--- src/rtl/adc_conv_pkg.sv ---
package adc_conv_pkg;
  localparam int AW   = 6;
  localparam int DW   = 32;
  localparam int CH_W = 4;
  localparam int CT_W = 3;

  localparam logic [AW-1:0] OFS_CTRL1 = 6'h00;
  localparam logic [AW-1:0] OFS_CTRL2 = 6'h04;
  localparam logic [AW-1:0] OFS_STAT  = 6'h08;
  localparam logic [AW-1:0] OFS_DATA  = 6'h0C;
  localparam logic [AW-1:0] OFS_IEN   = 6'h10;
  localparam logic [AW-1:0] OFS_IST   = 6'h14;
  localparam logic [AW-1:0] OFS_VER   = 6'h20;

  typedef enum logic [1:0] {SQ_IDLE, SQ_SAMPLE, SQ_FIRE, SQ_WAIT} seq_state_e;
endpackage

--- src/rtl/adc_conv_srst.sv ---
module adc_conv_srst #(
  parameter int RST_CYCLES = 4
) (
  input  logic clk_i,
  input  logic rst_ni,
  input  logic trig_i,
  output logic active_o
);
  localparam int CW = $clog2(RST_CYCLES + 1);

  logic [CW-1:0] cnt_q;

  always_ff @(posedge clk_i or negedge rst_ni) begin
    if (!rst_ni)                     cnt_q <= '0;
    else if (trig_i && cnt_q == '0)  cnt_q <= CW'(RST_CYCLES);
    else if (cnt_q != '0)            cnt_q <= cnt_q - CW'(1);
  end

  assign active_o = (cnt_q != '0);
endmodule

--- src/rtl/adc_conv_seq.sv ---
module adc_conv_seq
  import adc_conv_pkg::*;
#(
  parameter int NUM_CH   = 10,
  parameter int CT_SCALE = 4
) (
  input  logic            clk_i,
  input  logic            rst_ni,
  input  logic            clr_i,
  input  logic            go_i,
  input  logic [CH_W-1:0] ch_i,
  input  logic [CT_W-1:0] ctime_i,
  input  logic            conv_done_i,
  output logic            busy_o,
  output logic            fire_o,
  output logic [CH_W-1:0] ch_o,
  output logic            done_o
);
  localparam int SW = CT_W + $clog2(CT_SCALE) + 1;

  seq_state_e      st_q;
  logic [SW-1:0]   cnt_q;
  logic [CH_W-1:0] ch_q;
  logic            ch_ok;

  assign ch_ok = (32'(ch_i) < NUM_CH);

  always_ff @(posedge clk_i or negedge rst_ni) begin
    if (!rst_ni) begin
      st_q  <= SQ_IDLE;
      cnt_q <= '0;
      ch_q  <= '0;
    end else if (clr_i) begin
      st_q  <= SQ_IDLE;
      cnt_q <= '0;
    end else begin
      unique case (st_q)
        SQ_IDLE: if (go_i && ch_ok) begin
          ch_q <= ch_i;
          if (ctime_i == '0) st_q <= SQ_FIRE;
          else begin
            st_q  <= SQ_SAMPLE;
            cnt_q <= SW'(ctime_i) * SW'(CT_SCALE) - SW'(1);
          end
        end
        SQ_SAMPLE: begin
          if (cnt_q == '0) st_q <= SQ_FIRE;
          else             cnt_q <= cnt_q - SW'(1);
        end
        SQ_FIRE: st_q <= SQ_WAIT;
        SQ_WAIT: if (conv_done_i) st_q <= SQ_IDLE;
        default: st_q <= SQ_IDLE;
      endcase
    end
  end

  assign busy_o = (st_q != SQ_IDLE);
  assign fire_o = (st_q == SQ_FIRE);
  assign ch_o   = ch_q;
  assign done_o = (st_q == SQ_WAIT) && conv_done_i && !clr_i;
endmodule

--- src/rtl/adc_conv_regs.sv ---
module adc_conv_regs
  import adc_conv_pkg::*;
#(
  parameter int          RES_W   = 12,
  parameter logic [31:0] VERSION = 32'h0002_0001
) (
  input  logic             clk_i,
  input  logic             rst_ni,
  input  logic             clr_i,
  input  logic             req_i,
  input  logic             we_i,
  input  logic [AW-1:0]    addr_i,
  input  logic [DW-1:0]    wdata_i,
  input  logic             busy_i,
  input  logic             done_i,
  input  logic [RES_W-1:0] result_i,
  output logic [DW-1:0]    rdata_o,
  output logic [CH_W-1:0]  ch_o,
  output logic [CT_W-1:0]  ctime_o,
  output logic             ist_o,
  output logic             go_o,
  output logic             srst_trig_o,
  output logic             irq_o
);
  logic [CH_W-1:0]  ch_q;
  logic [CT_W-1:0]  ct_q;
  logic [2:0]       opt_q;
  logic [RES_W-1:0] data_q;
  logic             ien_q, ist_q, wr;
  logic             unused_wbits;

  assign wr           = req_i && we_i && !clr_i;
  assign unused_wbits = ^{wdata_i[31:11], wdata_i[7]};

  always_ff @(posedge clk_i or negedge rst_ni) begin
    if (!rst_ni) begin
      ch_q <= '0; ct_q <= '0; opt_q <= '0; data_q <= '0; ien_q <= 1'b0; ist_q <= 1'b0;
    end else if (clr_i) begin
      ch_q <= '0; ct_q <= '0; opt_q <= '0; data_q <= '0; ien_q <= 1'b0; ist_q <= 1'b0;
    end else begin
      if (wr && addr_i == OFS_CTRL2) begin
        ch_q  <= wdata_i[3:0];
        ct_q  <= wdata_i[6:4];
        opt_q <= wdata_i[10:8];
      end
      if (wr && addr_i == OFS_IEN) ien_q <= wdata_i[0];
      if (done_i) data_q <= result_i;
      // a new completion outranks a simultaneous clear
      if (done_i)                                       ist_q <= 1'b1;
      else if (wr && addr_i == OFS_IST && wdata_i[0])   ist_q <= 1'b0;
    end
  end

  assign go_o        = wr && addr_i == OFS_CTRL1 && wdata_i[0] && !wdata_i[2];
  assign srst_trig_o = wr && addr_i == OFS_CTRL1 && wdata_i[2];

  always_comb begin
    rdata_o = '0;
    unique case (addr_i)
      OFS_CTRL1: rdata_o[2]       = clr_i;
      OFS_CTRL2: rdata_o[10:0]    = {opt_q, 1'b0, ct_q, ch_q};
      OFS_STAT:  rdata_o[0]       = busy_i;
      OFS_DATA:  rdata_o[RES_W-1:0] = data_q;
      OFS_IEN:   rdata_o[0]       = ien_q;
      OFS_IST:   rdata_o[0]       = ist_q;
      OFS_VER:   rdata_o          = VERSION;
      default:   rdata_o          = '0;
    endcase
  end

  assign ch_o    = ch_q;
  assign ctime_o = ct_q;
  assign ist_o   = ist_q;
  assign irq_o   = ien_q & ist_q;
endmodule

--- src/rtl/adc_conv_ctrl.sv ---
module adc_conv_ctrl
  import adc_conv_pkg::*;
#(
  parameter int          NUM_CH     = 10,
  parameter int          RES_W      = 12,
  parameter int          CT_SCALE   = 4,
  parameter int          RST_CYCLES = 4,
  parameter logic [31:0] VERSION    = 32'h0002_0001
) (
  input  logic             clk_i,
  input  logic             rst_ni,
  input  logic             req_i,
  input  logic             we_i,
  input  logic [5:0]       addr_i,
  input  logic [31:0]      wdata_i,
  output logic [31:0]      rdata_o,
  output logic             irq_o,
  output logic             conv_start_o,
  output logic [3:0]       conv_ch_o,
  input  logic             conv_done_i,
  input  logic [RES_W-1:0] conv_data_i
);
  logic            srst_w, srst_trig_w, go_w, busy_w, done_w, ist_w;
  logic [CH_W-1:0] ch_w;
  logic [CT_W-1:0] ct_w;

  adc_conv_srst #(.RST_CYCLES(RST_CYCLES)) u_srst (
    .clk_i(clk_i), .rst_ni(rst_ni), .trig_i(srst_trig_w), .active_o(srst_w)
  );

  adc_conv_regs #(.RES_W(RES_W), .VERSION(VERSION)) u_regs (
    .clk_i(clk_i), .rst_ni(rst_ni), .clr_i(srst_w),
    .req_i(req_i), .we_i(we_i), .addr_i(addr_i), .wdata_i(wdata_i),
    .busy_i(busy_w), .done_i(done_w), .result_i(conv_data_i),
    .rdata_o(rdata_o), .ch_o(ch_w), .ctime_o(ct_w), .ist_o(ist_w),
    .go_o(go_w), .srst_trig_o(srst_trig_w), .irq_o(irq_o)
  );

  adc_conv_seq #(.NUM_CH(NUM_CH), .CT_SCALE(CT_SCALE)) u_seq (
    .clk_i(clk_i), .rst_ni(rst_ni), .clr_i(srst_w), .go_i(go_w),
    .ch_i(ch_w), .ctime_i(ct_w), .conv_done_i(conv_done_i),
    .busy_o(busy_w), .fire_o(conv_start_o), .ch_o(conv_ch_o), .done_o(done_w)
  );
endmodule

--- config.mk ---
export PLATFORM = sky130hd
export DESIGN_NAME = adc_conv_ctrl
export DESIGN_NICKNAME = d
export VERILOG_FILES = /design/src/rtl/adc_conv_pkg.sv /design/src/rtl/adc_conv_srst.sv /design/src/rtl/adc_conv_seq.sv /design/src/rtl/adc_conv_regs.sv /design/src/rtl/adc_conv_ctrl.sv
export SDC_FILE = /design/constraint.sdc
export NUM_CORES = 1
export LEC_CHECK = 0
export ABC_CLOCK_PERIOD_IN_PS = 3800
export CAP_MARGIN = 20
export CORE_MARGIN = 2
export CORE_UTILIZATION = 35
export DETAILED_ROUTE_END_ITERATION = 8
export DONT_BUFFER_PORTS = 1
export GPL_ROUTABILITY_DRIVEN = 0
export PLACE_DENSITY = 0.59
export SYNTH_ARGS = -nofsm -noshare
export SYNTH_HDL_FRONTEND = slang
export SYNTH_SLANG_ARGS = --single-unit
--- constraint.sdc ---
create_clock -name clk_i -period 3.8 [get_ports clk_i]
set_clock_uncertainty 0.05 [all_clocks]
set_input_delay 0.76 -clock clk_i [delete_from_list [all_inputs] [get_ports clk_i]]
set_output_delay 0.76 -clock clk_i [all_outputs]
set_load 0.01 [all_outputs]
==> results.cfg, run 1 <==
[critical_path]
cpPeakStageDelay_ns = 0.53
cp-start-kind = input pin
crit_chain = nor3_1 > and3_1 > a222oi_1 > inv_1
worstSetupPathType = input pin to output port
cp_slowest_cell = and3_1
required_ns = 2.99
end_kind = output port
critPathArrivalTime_ns = 1.97
crit_fanout = 12

[die]
fp.coreArea_sq_um = 6390
start_util = 0.364
io-pin-count = 93
num_rows = 29
die_h_microns = 85.5
dieArea_sq_um = 7310
fp.dieW_microns = 85.5

[placement]
numPortBuffers = 0
dp_hpwl_mm = 3.88

[synth]
yosysMostFrequentCell = nand2_1
ys_top_cells_by_count = nand2_1, dfrtp_1, buf_4
synth-xor-area-share = 0.0151
synth.top_cells.by_area = dfrtp_1, nand2_1, buf_4
synthAdderAreaFrac = 0.0539
syn_avg_cell_area_sq_um = 9.04
syn_inst = 257
synth_edf_count = 0
yosys_register_bits = 39
ys_seq_area_frac = 0.420
yosysTopAreaCellShare = 0.420
ys_warn_count = 0
synth_top_family_by_area = simple AND/OR/NAND/NOR gates
synth_compound_area_frac = 0.136
syn_area_sq_um = 2320
synth_cell_types = 43
synth_ff_type = dfrtp_1
synthSimpleGateAreaFrac = 0.214
synth_top_area_cell = dfrtp_1
synthArstFlopShare = 1.00
muxShareOfSynthArea = 0.0614

[cts]
clock_latency_ns = 0.28
cts_buffers = 5
clk_pin_slew_ns = 0.07
root_buffer = clkbuf_8
htree_levels = 2
post_cts_buffers = 0
clk_path_buf_depth = 2
cts_resized = 0
cts_tree = done
cts_num_sinks = 39
cts_hold_buf = 0

[route]
wirelength_mm = 5.31
detail-route-antenna-nets = 0
first_pass_iters = 5
vias_per_cell = 5.26
drtIter0Drc = 47
wire_per_inst_microns = 16.1
via_count = 1740
drc = 0

[power]
peakVddDrop_uv = 201
p_leak_nw = 1.11
power_density_nw_per_um2 = 493

[timing]
fin_crit_ns = 2.78
worst_slew_pin_slew_ns = 0.524
tns_ns = 0
hold_violations = 0
fin_crit_sh = 0.731
hold_slack_ns = 0.115
rsz0062_at_grt = no
setup-violations-final = 0
drv_slew = 0
fmax_mhz = 360
relSlewSlack = 0.650

[global_routing]
grt_first_pass_wirelength_mm = 8.85
antenna_found_initial = 0
grt_start_max_net_pins = 40
grt_pass1_vias = 1757
grt.overflow.total = 0
gr-usage-all-layers = 0.156

[final_layout]
area_growth_pct = 3.07
drive_gt1_frac = 0.0984
antenna_cells = 0
final_nets = 319

[run_status]
run_status = finished, final reports clean

[min_path]
holdCritPathClass = input pin to asynchronous set/reset pin

[flow_run]
max-cap-violations = 0
-- through the flow --
step	worst slack, ns	util	total power, W	instances	instance area [sq um]
2_1_floorplan	1.23	-	0.000840	275	2390
3_3_place_gp	1.03	0.361	0.000893	324	2310
3_5_place_dp	1.02	0.361	0.000907	324	2310
4_1_cts	1.01	0.375	0.00120	331	2390
5_1_grt	0.891	0.375	0.00127	331	2390
6_report	1.02	0.375	0.00118	331	2390
-- logic make-up (layout without fill, tap and decap cells) --
| logic type | Yosys count | in the layout |
|---|---|---|
| AOI/OAI and AO/OA | 46 | 46 |
| xor gates and xnor gates | 4 | 4 |
| adders and majority gates | 10 | 10 |
| buffers and inverters | 40 | 19 |
| DFF | 39 | 39 |
| muxes | 13 | 13 |
| other | 1 | 19 |
| and+or+nand+nor | 104 | 104 |
-- final timing paths --
check	startpoint	to	slack (ns)	cells after the start
min in group clk_i	u_regs.opt_q[1]	u_regs.opt_q[1]	0.46	2
worst min-delay path	rst_ni	u_regs.data_q[6]	0.11	0
worst min register to register	u_regs.opt_q[1]	u_regs.opt_q[1]	0.46	2
max in group asynchronous	rst_ni	u_seq.cnt_q[1]	3.48	0
worst max register to register	u_seq.st_q[1]	u_seq.cnt_q[4]	1.50	7
worst max-delay path	addr_i[1]	rdata_o[2]	1.02	4
-- sequential cells by signal, indices dropped and copies added, names as in the netlist --
signal	cells
u_regs.ien_q	1
u_srst.cnt_q	3
u_regs.ch_o	4
u_seq.ch_o	4
u_regs.ist_o	1
u_regs.data_q	12
u_seq.st_q	2
u_seq.cnt_q	6
u_regs.opt_q	3
u_regs.ctime_o	3
-- routing by layer --
| layer | up-vias | global-route usage | part of all wire |
|---|---|---|---|
| met3 | 4 | 0.0360 | 0.061 |
| met2 | 54 | 0.253 | 0.48 |
| li1 | 829 | - | - |
| met1 | 853 | 0.205 | 0.45 |
| met4 | 0 | 0.0519 | 0.013 |
| met5 | - | 0 | 0 |
-- area by class of cell --
type / instances / area (sq um)
Clock buffer: 6 / 82.6
Multi-Input combinational cell: 196 / 1190
Timing Repair Buffer: 1 / 7.51
Inverter: 11 / 41.3
Clock inverter: 1 / 5.00
Sequential cell: 39 / 976
Tap cell: 77 / 96.3
Fill cell: 688 / 3990
-- worst max-delay path: cells and delay by family --
kind | cells | cell delay (ns)
AND/OR/NAND/NOR | 2 | 0.84
AO/OA/AOI/OAI | 1 | 0.22
buffers and inverters | 1 | 0.15
-- cell usage in the layout, fill, tap and decap left out, types with 2 or more instances in the layout --
| master | instances |
|---|---|
| and2_1 | 5 |
| and3_1 | 6 |
| conb_1 | 19 |
| nor3_1 | 5 |
| inv_1 | 11 |
| mux2_2 | 10 |
| mux2i_1 | 3 |
| ha_1 | 10 |
| a22o_1 | 10 |
| a21oi_1 | 15 |
| o21ai_0 | 5 |
| clkbuf_8 | 6 |
| xor2_1 | 4 |
| o21a_1 | 2 |
| nand3b_1 | 2 |
| nand3_1 | 10 |
| nor2_1 | 12 |
| o31ai_1 | 2 |
| a211oi_1 | 3 |
| nand2_1 | 53 |
| dfrtp_1 | 39 |
-- where the power goes --
group / switching (W) / internal (W)
logic: 0.000234 / 0.000170
clock network: 0.000142 / 0.000143
registers: 0.0000364 / 0.000456
total: 0.000412 / 0.000769
Power figures use the tool's default switching activity.
==> run 2, diff against run 1 <==
Settings changed: ABC_CLOCK_PERIOD_IN_PS 3800 to 2300, PLACE_DENSITY 0.59 to 0.61.
Clock period 3.8 ns to 2.3 ns, I/O delays scaled along.
==> run 2 against run 1 <==
Compared with the run above: register-to-register slack worse by 1.2 ns; die area stayed put; sequential power rose by 63%; cell count increased by 3.3%; total power is 81% higher; critical path depth is 2 higher; global-route usage shrank 0.59 points; via count rose by 0.29%; critical path type is now flop to output port.
==> results.cfg, run 2 (synthesized netlist as in run 1, its figures left out) <==
[run_status]
run_status = finished, final reports clean

[critical_path]
critPathArrivalTime_ns = 1.69
crit_family = compound AO/OA/AOI/OAI gates
required_ns = 1.79
cpPeakStageDelay_ns = 0.41
path_buf_inv = 1
cp.depth = 6
worstSetupPathType = flop to output port
cp-start-kind = flop
crit_chain = inv_2 > ha_4 > nor2_1 > mux2_2 > a32oi_2 > o211ai_1
ff2ff_path_depth = 7
crit_fanout = 6
cp_slowest_cell = dfrtp_1
end_kind = output port

[flow_run]
max-cap-violations = 0

[cts]
cts_num_sinks = 39
htree_levels = 2
cts_tree = done
clock_latency_ns = 0.29
clk_pin_slew_ns = 0.08
cts_buffers = 5
root_buffer = clkbuf_8
clk_path_buf_depth = 2

[die]
num_rows = 29
fp.coreArea_sq_um = 6390
io-pin-count = 93
start_util = 0.364
fp.dieW_microns = 85.5
dieArea_sq_um = 7310
die_h_microns = 85.5

[route]
wire_per_inst_microns = 15.2
wirelength_mm = 5.21
drc = 0
vias_per_cell = 5.10
via_count = 1745
first_pass_iters = 4
drtIter0Drc = 73
detail-route-antenna-nets = 0

[placement]
dpl.cell_count = 330
numPortBuffers = 0
dp_hpwl_mm = 3.77

[timing]
fin_crit_sh = 0.958
rsz0062_at_grt = no
hold_slack_ns = 0.226
tns_ns = 0
fmax_mhz = 454
fin_crit_ns = 2.20
drv_slew = 0
setup-violations-final = 0
hold_violations = 0

[global_routing]
grt_start_max_net_pins = 40
antenna_found_initial = 0
grt_first_pass_wirelength_mm = 8.54
grt.overflow.total = 0
grt_pass1_vias = 1628
gr-usage-all-layers = 0.150

[final_layout]
final_cell_mix = nand2_1, dfrtp_1, conb_1
reg_top3 = u_regs.data_q x12, u_seq.cnt_q x6
regMostFlops = u_regs.data_q
final_nets = 329
final_common_cell = nand2_1
antenna_cells = 0
largest_reg_flops = 12
drive_gt1_frac = 0.147
stdcell_count = 342
area_growth_pct = 9.10

[min_path]
holdPathStages = 2
holdCritPathClass = input pin to flop

[power]
p_leak_nw = 1.19
power_density_nw_per_um2 = 842
peakVddDrop_uv = 380
==> run 2: area by class of cell <==
class                           instances  area, sq um
Clock buffer                            6         82.6
Clock inverter                          2         35.0
Fill cell                             650         3850
Inverter                               11         41.3
Multi-Input combinational cell        196         1210
Sequential cell                        39          976
Tap cell                               77         96.3
Timing Repair Buffer                   11         97.6
==> run 2: power by group <==
part | internal, W | switching (W)
Clock | 0.000351 | 0.000241
Combinational | 0.000331 | 0.000407
Sequential | 0.000754 | 0.0000507
==> run 2: repair_timing <==
item,in CTS,in global routing
pin swaps,1,1
setup endpoints to repair,1,1
hold buffers,2,0
setup buffers,0,2
endpoints found under the hold margin,39,0
resized for setup,2,3
==> run 2: final timing paths <==
kind / end / from / slack, ns
worst max register to register: u_seq.cnt_q[2] / u_srst.cnt_q[0] / 0.32
min in group asynchronous: u_seq.st_q[0] / rst_ni / 0.57
worst min-delay path: u_regs.opt_q[2] / wdata_i[10] / 0.23
max in group asynchronous: u_regs.ch_o[0] / rst_ni / 1.42
worst min register to register: u_regs.opt_q[2] / u_regs.opt_q[2] / 0.45
worst max-delay path: rdata_o[0] / u_seq.st_q[1] / 0.1
==> run 2: stage by stage <==
step / cell area, sq um / setup slack, ns / util / power, W
final: 2530 / 0.0960 / 0.397 / 0.00214
after global routing: 2530 / 0.00268 / 0.397 / 0.00229
after CTS: 2510 / 0.0272 / 0.393 / 0.00214
after detailed placement: 2350 / 0.250 / 0.368 / 0.00150
after global placement: 2350 / 0.271 / 0.368 / 0.00149
after floorplan: 2390 / 0.327 / - / 0.00139
==> run 2: worst reg2reg max path: stages (launching register included) <==
cell and delay (ns):
dfrtp_1 0.38, inv_1 0.10, ha_1 0.20, and2b_2 0.27, nand2_1 0.10, a41o_2 0.28
nand2_2 0.14, mux2_2 0.35
==> run 2: per-layer routing <==
| layer | GRT usage | vias to the layer above | routed length [microns] |
|---|---|---|---|
| met4 | 0.0390 | 0 | 59 |
| met5 | 0 | - | 0 |
| met3 | 0.0409 | 6 | 344 |
| met1 | 0.210 | 826 | 2410 |
| li1 | - | 854 | - |
| met2 | 0.229 | 59 | 2400 |
==> run 3, diff against run 2 <==
Settings changed: ABC_AREA from default to 1, CORE_UTILIZATION 35 to 53, PLACE_DENSITY 0.61 to 0.81.
==> run 3 against run 2 <==
Compared with the run above: cell area fell by 3.2%; count of clock-buffer cells in the layout is the same; sequential cell count unchanged; sequential share of layout area increased by 1.3 points; first-iteration DRC count is 45% higher; non-clock buffer count fell by 6; worst hold slack gained 0.038 ns; total power grew 4.9%; sequential power grew 11%; clock power is 24% lower; critical path depth decreased by 1; global-route usage is 6.2 points higher; critical path type unchanged.
==> results.cfg, run 3 <==
[global_routing]
grt_start_max_net_pins = 40
grt_first_pass_wirelength_mm = 8.40
grt_pass1_vias = 1787
antenna_found_initial = 0
gr-usage-all-layers = 0.212
grt.overflow.total = 0

[synth]
yosysMostFrequentCell = inv_1
ys_seq_area_frac = 0.410
yosys_register_bits = 39
yosysTopAreaCellShare = 0.410
ys_warn_count = 0
syn_area_sq_um = 2380
synth.top_cells.by_area = dfrtp_1, buf_4, inv_1
synth_edf_count = 0
syn_inst = 297
synth_cell_types = 31
ys_top_cells_by_count = inv_1, nand2_1, dfrtp_1
synth_ff_type = dfrtp_1
synthArstFlopShare = 1.00
synth_top_area_cell = dfrtp_1
syn_avg_cell_area_sq_um = 8.01

[cts]
cts_tree = done
clock_latency_ns = 0.29
cts_resized = 0
clk_path_buf_depth = 2
clk_pin_slew_ns = 0.07
cts_num_sinks = 39
htree_levels = 2
cts_buffers = 5
root_buffer = clkbuf_8

[critical_path]
worstSetupPathType = flop to output port
cp-start-kind = flop
reg2reg_slack_ns = 0.44
cp_slowest_cell = dfrtp_1
crit_chain = inv_1 > ha_1 > nand2_4 > inv_2 > o221ai_1
r2r-start = u_srst.cnt_q[0]
critPathArrivalTime_ns = 1.64
required_ns = 1.79
rr_endpoint = u_regs.data_q[8]
ff2ff_path_depth = 7
cpPeakStageDelay_ns = 0.38
end_kind = output port
crit_fanout = 17

[min_path]
hold_path_startpoint = conv_data_i[1]
holdPathStages = 2
hold_end = u_regs.data_q[1]
holdCritPathClass = input pin to flop

[die]
io-pin-count = 93
fp.coreArea_sq_um = 4350
fp.dieW_microns = 71.0
die_h_microns = 71.0
start_util = 0.547
num_rows = 24
dieArea_sq_um = 5040

[final_layout]
final_cell_mix = inv_1, nand2_1, dfrtp_1
largest_reg_flops = 12
reg_top3 = u_regs.data_q x12, u_seq.cnt_q x6
antenna_cells = 0
regMostFlops = u_regs.data_q
final_common_cell = inv_1
drive_gt1_frac = 0.116
area_growth_pct = 3.15
final_nets = 365

[timing]
fin_crit_ns = 2.15
tns_ns = 0
drv_slew = 0
fmax_mhz = 465
rsz0062_at_grt = no
fin_crit_sh = 0.935
hold_violations = 0
setup-violations-final = 0

[power]
power_density_nw_per_um2 = 912
power.total_w = 0.00224
peakVddDrop_uv = 711
p_leak_nw = 1.15

[flow_run]
max-cap-violations = 0

[run_status]
run_status = finished, final reports clean

[route]
detail-route-antenna-nets = 0
via_count = 1951
first_pass_iters = 4
wirelength_mm = 5.12
drtIter0Drc = 106
wire_per_inst_microns = 14.5
drc = 0
vias_per_cell = 5.53

[placement]
numPortBuffers = 0
dp_hpwl_mm = 3.70
==> run 3: cell count changes after synthesis, sizes merged, moves of 4 or more <==
cell / before / now
nand3: 10 / 33
and2: 5 / 0
buf: 22 / 26
nand4: 1 / 5
nand2: 54 / 50
o21ai: 6 / 39
mux2: 10 / 0
o22ai: 0 / 10
nor2: 13 / 17
and3: 6 / 0
inv: 11 / 47
a22o: 10 / 0
a21oi: 16 / 8
clkbuf: 7 / 1
==> run 3: cell families (layout without fill, tap and decap cells) <==
group	after synthesis	count (layout)	share of synthesized area
XOR/XNOR	3	3	0.0110
buffers and inverters	74	60	0.156
other	1	19	0.00158
AO/OA/AOI/OAI	60	60	0.145
flip-flops	39	39	0.410
adder cells (fa/ha/maj)	10	10	0.0526
AND/OR/NAND/NOR	110	110	0.224
==> run 3: worst max-delay path by stage <==
stage                          from          to  slack [ns]
floorplan           u_srst.cnt_q[0]  rdata_o[2]        0.54
global placement          addr_i[1]  rdata_o[0]        0.44
detailed placement        addr_i[1]  rdata_o[0]        0.43
CTS                 u_srst.cnt_q[0]  rdata_o[2]        0.15
global route        u_srst.cnt_q[0]  rdata_o[2]        0.04
finish              u_srst.cnt_q[0]  rdata_o[2]        0.15
==> run 3: per-layer routing <==
metal  vias to the layer above  GRT usage  wire length [microns]
li1                        941          -                      -
met1                       900      0.285                   2180
met2                        98      0.323                   2370
met3                        12     0.0513                    468
met4                         0      0.101                    112
met5                         -          0                      0
==> run 3: final cells by class <==
| cell class | count | area [sq um] |
|---|---|---|
| fillers | 400 | 1900 |
| multi-input cells | 202 | 1100 |
| flip-flops and latches | 39 | 976 |
| inverters | 47 | 176 |
| clock buffers | 6 | 72.6 |
| well taps | 52 | 65.1 |
| repair buffers | 5 | 52.6 |
| clock inverters | 2 | 12.5 |
==> run 3: power by group <==
group          internal, W  switching (W)
clock network     0.000212       0.000237
registers         0.000821      0.0000708
logic             0.000287       0.000611
total              0.00132       0.000919
==> run 3: through the flow <==
step                      cells  worst slack, ns  utilization  hold WS [ns]  cell area [sq um]
after floorplan             315            0.542            -         0.114               2450
after global placement      343            0.438        0.537         0.115               2340
after detailed placement    343            0.426        0.537         0.115               2340
after CTS                   353            0.146        0.564         0.264               2450
after global routing        353           0.0405        0.564         0.278               2450
final                       353            0.149        0.564         0.265               2450
==> run 3: worst max-delay path: cells and delay by family (launching register included) <==
family | cells | cell delay, ns
DFF | 1 | 0.38
buffers and inverters | 2 | 0.34
AOI/OAI and AO/OA | 1 | 0.27
adders and majority gates | 1 | 0.24
and+or+nand+nor | 1 | 0.11
==> run 3: what timing repair did <==
action | CTS | global route
endpoints found under the hold margin | 39 | 0
hold buffers | 2 | 0
setup buffers | 0 | 0
